File: src/rtl/rxq_pkg.sv
package rxq_pkg;
  typedef struct packed {
    logic brk;
    logic par;
    logic frm;
  } rxqFlags_t;

  typedef struct packed {
    logic push;
    logic pop;
    logic headNew;
    logic headNext;
    logic accClr;
  } rxqStrobe_t;
endpackage

File: src/rtl/rxq_ctrl.sv
module rxq_ctrl #(
  parameter int DEPTH = 3,
  localparam int PW = (DEPTH > 1) ? $clog2(DEPTH) : 1,
  localparam int CW = $clog2(DEPTH + 1)
) (
  input  logic clk,
  input  logic rstN,
  input  logic startBit,
  input  logic charDone,
  input  logic cpuRead,
  input  logic resetErr,
  input  logic modeWr,
  input  logic modeAutoRts,
  input  logic modeIrqFull,
  input  logic modeBlockErr,
  input  logic swRts,
  output rxq_pkg::rxqStrobe_t stb,
  output logic [PW-1:0] wrPtr,
  output logic [PW-1:0] rdPtr,
  output logic [PW-1:0] nxtPtr,
  output logic blockMode,
  output logic rxReady,
  output logic fifoFull,
  output logic overrun,
  output logic rxIrq,
  output logic rtsOut
);
  logic [CW-1:0] count;
  logic autoRtsQ, irqFullQ, blockQ;
  logic rtsDrop;

  function automatic logic [PW-1:0] bump(input logic [PW-1:0] p);
    return (p == PW'(DEPTH - 1)) ? '0 : p + PW'(1);
  endfunction

  assign fifoFull = (count == CW'(DEPTH));
  assign rxReady  = (count != '0);
  assign nxtPtr   = bump(rdPtr);
  assign blockMode = blockQ;

  always_comb begin
    stb.push     = charDone && !fifoFull;
    stb.pop      = cpuRead && rxReady;
    stb.headNew  = stb.push && ((count == '0) || (stb.pop && count == CW'(1)));
    stb.headNext = stb.pop && (count >= CW'(2));
    stb.accClr   = resetErr;
  end

  always_ff @(posedge clk or negedge rstN) begin
    if (!rstN) begin
      count <= '0;
      wrPtr <= '0;
      rdPtr <= '0;
    end else begin
      count <= count + CW'(stb.push) - CW'(stb.pop);
      if (stb.push) wrPtr <= bump(wrPtr);
      if (stb.pop)  rdPtr <= bump(rdPtr);
    end
  end

  always_ff @(posedge clk or negedge rstN) begin
    if (!rstN) begin
      autoRtsQ <= 1'b0;
      irqFullQ <= 1'b0;
      blockQ   <= 1'b0;
    end else if (modeWr) begin
      autoRtsQ <= modeAutoRts;
      irqFullQ <= modeIrqFull;
      blockQ   <= modeBlockErr;
    end
  end

  always_ff @(posedge clk or negedge rstN) begin
    if (!rstN) begin
      overrun <= 1'b0;
      rtsDrop <= 1'b0;
    end else begin
      if (charDone && fifoFull) overrun <= 1'b1;
      else if (resetErr)        overrun <= 1'b0;
      if (autoRtsQ && startBit && fifoFull) rtsDrop <= 1'b1;
      else if (!fifoFull)                   rtsDrop <= 1'b0;
    end
  end

  assign rxIrq  = irqFullQ ? fifoFull : rxReady;
  assign rtsOut = swRts && !(autoRtsQ && rtsDrop && fifoFull);
endmodule

File: src/rtl/rxq_data.sv
module rxq_data #(
  parameter int DATA_W = 8,
  parameter int DEPTH = 3,
  localparam int PW = (DEPTH > 1) ? $clog2(DEPTH) : 1
) (
  input  logic clk,
  input  logic rstN,
  input  rxq_pkg::rxqStrobe_t stb,
  input  logic [PW-1:0] wrPtr,
  input  logic [PW-1:0] rdPtr,
  input  logic [PW-1:0] nxtPtr,
  input  logic blockMode,
  input  logic rxReady,
  input  logic [DATA_W-1:0] inData,
  input  rxq_pkg::rxqFlags_t inFlags,
  output logic [DATA_W-1:0] headData,
  output rxq_pkg::rxqFlags_t statFlags
);
  logic [DATA_W-1:0] dataMem [DEPTH];
  rxq_pkg::rxqFlags_t flagMem [DEPTH];
  rxq_pkg::rxqFlags_t accQ, arrive;

  for (genvar i = 0; i < DEPTH; i++) begin : gSlot
    always_ff @(posedge clk or negedge rstN) begin
      if (!rstN) begin
        dataMem[i] <= '0;
        flagMem[i] <= '0;
      end else if (stb.push && wrPtr == PW'(i)) begin
        dataMem[i] <= inData;
        flagMem[i] <= inFlags;
      end
    end
  end

  always_comb begin
    if (stb.headNext)     arrive = flagMem[nxtPtr];
    else if (stb.headNew) arrive = inFlags;
    else                  arrive = '0;
  end

  always_ff @(posedge clk or negedge rstN) begin
    if (!rstN) accQ <= '0;
    else       accQ <= (stb.accClr ? '0 : accQ) | arrive;
  end

  assign headData  = dataMem[rdPtr];
  assign statFlags = blockMode ? accQ : (rxReady ? flagMem[rdPtr] : '0);
endmodule

File: src/rtl/rx_hold_fifo.sv
module rx_hold_fifo #(
  parameter int DATA_W = 8,
  parameter int DEPTH = 3
) (
  input  logic clk,
  input  logic rstN,
  input  logic startBit,
  input  logic charDone,
  input  logic [DATA_W-1:0] charData,
  input  logic charFrame,
  input  logic charParity,
  input  logic charBreak,
  input  logic cpuRead,
  input  logic resetErr,
  input  logic modeWr,
  input  logic modeAutoRts,
  input  logic modeIrqFull,
  input  logic modeBlockErr,
  input  logic swRts,
  output logic [DATA_W-1:0] rxData,
  output logic statFrame,
  output logic statParity,
  output logic statBreak,
  output logic overrun,
  output logic rxReady,
  output logic fifoFull,
  output logic rxIrq,
  output logic rtsOut
);
  localparam int PW = (DEPTH > 1) ? $clog2(DEPTH) : 1;

  rxq_pkg::rxqStrobe_t stb;
  rxq_pkg::rxqFlags_t inFlags, statFlags;
  logic [PW-1:0] wrPtr, rdPtr, nxtPtr;
  logic blockMode;

  assign inFlags = '{brk: charBreak, par: charParity, frm: charFrame};

  rxq_ctrl #(.DEPTH(DEPTH)) uCtrl (
    .clk(clk), .rstN(rstN), .startBit(startBit), .charDone(charDone),
    .cpuRead(cpuRead), .resetErr(resetErr), .modeWr(modeWr),
    .modeAutoRts(modeAutoRts), .modeIrqFull(modeIrqFull),
    .modeBlockErr(modeBlockErr), .swRts(swRts), .stb(stb),
    .wrPtr(wrPtr), .rdPtr(rdPtr), .nxtPtr(nxtPtr), .blockMode(blockMode),
    .rxReady(rxReady), .fifoFull(fifoFull), .overrun(overrun),
    .rxIrq(rxIrq), .rtsOut(rtsOut)
  );

  rxq_data #(.DATA_W(DATA_W), .DEPTH(DEPTH)) uData (
    .clk(clk), .rstN(rstN), .stb(stb), .wrPtr(wrPtr), .rdPtr(rdPtr),
    .nxtPtr(nxtPtr), .blockMode(blockMode), .rxReady(rxReady),
    .inData(charData), .inFlags(inFlags), .headData(rxData),
    .statFlags(statFlags)
  );

  assign statFrame  = statFlags.frm;
  assign statParity = statFlags.par;
  assign statBreak  = statFlags.brk;
endmodule

File: config.mk
export PLATFORM = sky130hd
export DESIGN_NAME = rx_hold_fifo
export DESIGN_NICKNAME = d
export VERILOG_FILES = /design/src/rtl/rxq_pkg.sv /design/src/rtl/rxq_ctrl.sv /design/src/rtl/rxq_data.sv /design/src/rtl/rx_hold_fifo.sv
export SDC_FILE = /design/constraint.sdc
export NUM_CORES = 1
export LEC_CHECK = 0
export ABC_AREA = 1
export BUFFER_PORTS_ARGS = -buffer_cell sky130_fd_sc_hd__buf_2
export CAP_MARGIN = 0
export CORE_MARGIN = 10
export CORE_UTILIZATION = 52
export CTS_BUF_LIST = sky130_fd_sc_hd__clkbuf_4
export CTS_CLUSTER_DIAMETER = 120
export CTS_CLUSTER_SIZE = 16
export DETAILED_ROUTE_END_ITERATION = 16
export PLACE_DENSITY_LB_ADDON = 0.25
export SLEW_MARGIN = 30
export SYNTH_ARGS = -nofsm -noshare
export SYNTH_HDL_FRONTEND = slang
export SYNTH_SLANG_ARGS = --single-unit
File: constraint.sdc
create_clock -name clk -period 1.5 [get_ports clk]
set_input_delay 0.075 -clock clk [delete_from_list [all_inputs] [get_ports clk]]
set_output_delay 0.075 -clock clk [all_outputs]
set_load 0.1 [all_outputs]
==> impl_results.md <==
* Reg-to-Reg End: uCtrl.count[1]$_DFF_PN0_
* GRT Overall Usage at 16.7%
* Synthesized cell area at 2320 um2
* Grt total ovfl at 0
* Setup TNS Final at -1750 ps
* Initial antenna violation count at 0
* Die span in x at 86.8 um
* Row cnt at 24
* Worst Setup Slack, final at -170 ps
* Synth Area in XOR/XNOR at 0.756%
* DP HPWL at 4100 um
* Status: complete, but fails checks
* Cell mode on critical path: buf_12
* Starting Density at 53.6%
* Clock tree buffer depth at 2
* CTS tree: yes
* Worst skew pair latency at 370 ps
* Post-synthesis adder-cell area fraction at 1.08%
* Tmin final at 1670 ps
* Max Cap Violations at 0
* CP max-delay cell: dfrtp_2
* Syn_area_per_cell at 8.10 um2
* Max stage delay on crit path at 460 ps
* FF+latch area at 1180 um2
* Clk sinks at 47
* Critical Path RT at 1420 ps
* R2r setup slk at -170 ps
* DRT Pass-1 Iters at 7
* Vias in the first global route at 2201
* Synthesis warning total at 0
* WL final at 6460 um
* Post-Synthesis Cells at 286
* Simple-gate share of the synthesized area at 28.4%
* DR vias/cell at 5.30
* Die area at 7530 um2
* Total CTS buffers at 5
* Final antenna-violating net count at 0
* CTS H-tree lvls at 2
* Critical path peak fanout at 4
* Final slew viol count at 0
* CP Buf/Inv Count at 4
* Delay-heaviest family, CP: buffers and inverters
* Die height at 86.8 um
* Syn_nets at 310
* Hold Path Depth at 5
* RSZ-0062 raised after global routing: yes
* Final Hold Viols at 0
* Clock-pin slew on the worst setup and hold paths at 140 ps
* DRT iter0 DRCs at 222
* Crit path kind: reg2out
* Core Region at 4320 um2
* Post-synthesis mux area share at 1.46%
* Yosys reg bits at 47
* Hold Path End: uCtrl.rdPtr[0]$_DFFE_PN0P_
* Clock Tree Root: clkbuf_4
* Hold Crit Start: cpuRead
* NumNets Final at 391
* DRC at 0
* Period utilization at 111%
* Reg2Reg Launch Point: uCtrl.count[0]$_DFF_PN0_
* Worst-margin pin slew at 526 ps
* Crit path capture type: output pin
* Largest family of logic cells by synthesized area: simple AND/OR/NAND/NOR gates
* Wirelength per Cell at 15.4 um
* Global-route wire length before repair at 10400 um
* Top-area cell type share of the netlist area at 50.8%
* Max_slew headroom at 65.2%
* Violated checks: setup timing
* Final Wtd Congestion at 0.923
* Io pins at 38
* Via count at 2224
* Crit start category: register
* IO Port Bufs at 37
* Largest net degree at the start of global routing at 29
* Synth cell types at 24
* Post-layout util at 77.9%
* Post-synthesis sequential area ratio at 50.8%
* Fill cells at 280
* Crit path DAT at 1590 ps
* Final Skew at 13.7 ps
* Largest cells by area after synthesis: dfrtp_1, nand2_1, nand3_1
* Fmax achieved at 0.599 GHz
* Synth Area in Compound Gates at 9.23%
* # setup viols final at 13
* Final antenna diode count at 0
* Share of cells above drive strength 1 at 29.3%
* Multi-input gate area at 1080 um2
* Worst Hold Class: in2reg
* Cell taking the most area after synthesis: dfrtp_1
* R2r worst-path depth at 9
* CP Cell Sequence: buf_12, nand2_8, buf_6, inv_4, a31oi_4, buf_12
* Area growth syn-to-layout at 45.4%
* Setup Slack @ Placement at -76.9 ps
[tightest hold or removal path, delay by kind of cell]
kind / cells / cell delay [ps]
buffers and inverters: 3 / 290
AOI/OAI and AO/OA: 1 / 60
and+or+nand+nor: 1 / 60
[cell usage in the layout (no fill, tap or decap), drive strengths merged]
cell type	instances
nand3	29
dlygate4sd3	21
inv	26
a21oi	1
clkinv	1
o21ai	27
o21bai	1
dfrtp	47
ha	2
xnor2	1
mux2	3
xor2	1
nand2	116
nor2	12
a31oi	1
clkinvlp	2
clkbuf	5
buf	64
o211ai	8
[cells in the mapped netlist, drive strengths merged]
| cell type | instances |
|---|---|
| a31oi | 1 |
| o211ai | 8 |
| nand3 | 29 |
| o21bai | 1 |
| dfrtp | 47 |
| mux2 | 3 |
| a21oi | 1 |
| ha | 2 |
| xnor2 | 1 |
| nor2 | 12 |
| xor2 | 1 |
| inv | 26 |
| buf | 10 |
| nand2 | 116 |
| clkbuf | 1 |
| o21ai | 27 |
[through the flow]
stage               cell area, um2  std cells  hold slack (ps)
global placement              2930        383             52.9
global route                  3370        420              157
detailed placement            2930        383             53.4
CTS                           3280        417             97.0
floorplan                     2400        286             -221
finish                        3370        420              143
[logic make-up (layout without fill, tap and decap cells)]
group           count (synthesis)  after routing
simple gates                  157            157
flops                          47             47
compound gates                 38             38
buf+inv                        37            119
mux                             3              3
fa+ha+maj                       2              2
xor+xnor                        2              2
[state kept, by name, summed over array words and instances (netlist names)]
name and cells:
uData.accQ 3, uCtrl.wrPtr 2, uCtrl.autoRtsQ 1, uCtrl.rtsDrop 1, uCtrl.count 2, uData.flagMem 9
uCtrl.rdPtr 2, uData.dataMem 24, uCtrl.blockMode 1, uCtrl.overrun 1, uCtrl.irqFullQ 1
[final cells by class]
class	count	share of cell area, %
well taps	52	1.93
flip-flops and latches	47	35.0
repair buffers	85	25.8
clock buffers	5	1.11
clock inverters	3	0.594
multi-input cells	202	32.2
inverters	26	3.34
[what timing repair did]
action | in CTS | in global routing
endpoints found under the setup margin | 15 | 33
pin swaps | 6 | 5
buffers inserted | 5 | 3
gates resized for setup | 15 | 11
endpoints found under the hold margin | 57 | 0
hold buffers | 21 | 0
[layer usage]
metal / GRT usage, % / vias to the layer above / wire length, um
met5: 0 / - / 0
met4: 5.01 / 0 / 154
met3: 3.75 / 20 / 306
met2: 28.2 / 81 / 3340
met1: 20.6 / 1048 / 2650
li1: - / 1075 / -
[how the worst max path moves through the flow]
stage | from | end | slack (ps) | cells after the start
after floorplan | uCtrl.rdPtr[1]$_DFFE_PN0P_ | rxData[0] | -690 | 4
after global placement | uCtrl.count[1]$_DFF_PN0_ | uCtrl.count[1]$_DFF_PN0_ | -10 | 10
after detailed placement | uCtrl.count[1]$_DFF_PN0_ | uCtrl.count[1]$_DFF_PN0_ | -80 | 10
after CTS | uCtrl.rdPtr[1]$_DFFE_PN0P_ | statBreak | -170 | 7
after global routing | uCtrl.rdPtr[0]$_DFFE_PN0P_ | statBreak | -260 | 7
final | uCtrl.count[0]$_DFF_PN0_ | rtsOut | -170 | 6
Power is left out: the tool's default activity adds up to more than one toggle a clock period on the data nets, which glitch-free logic cannot reach.
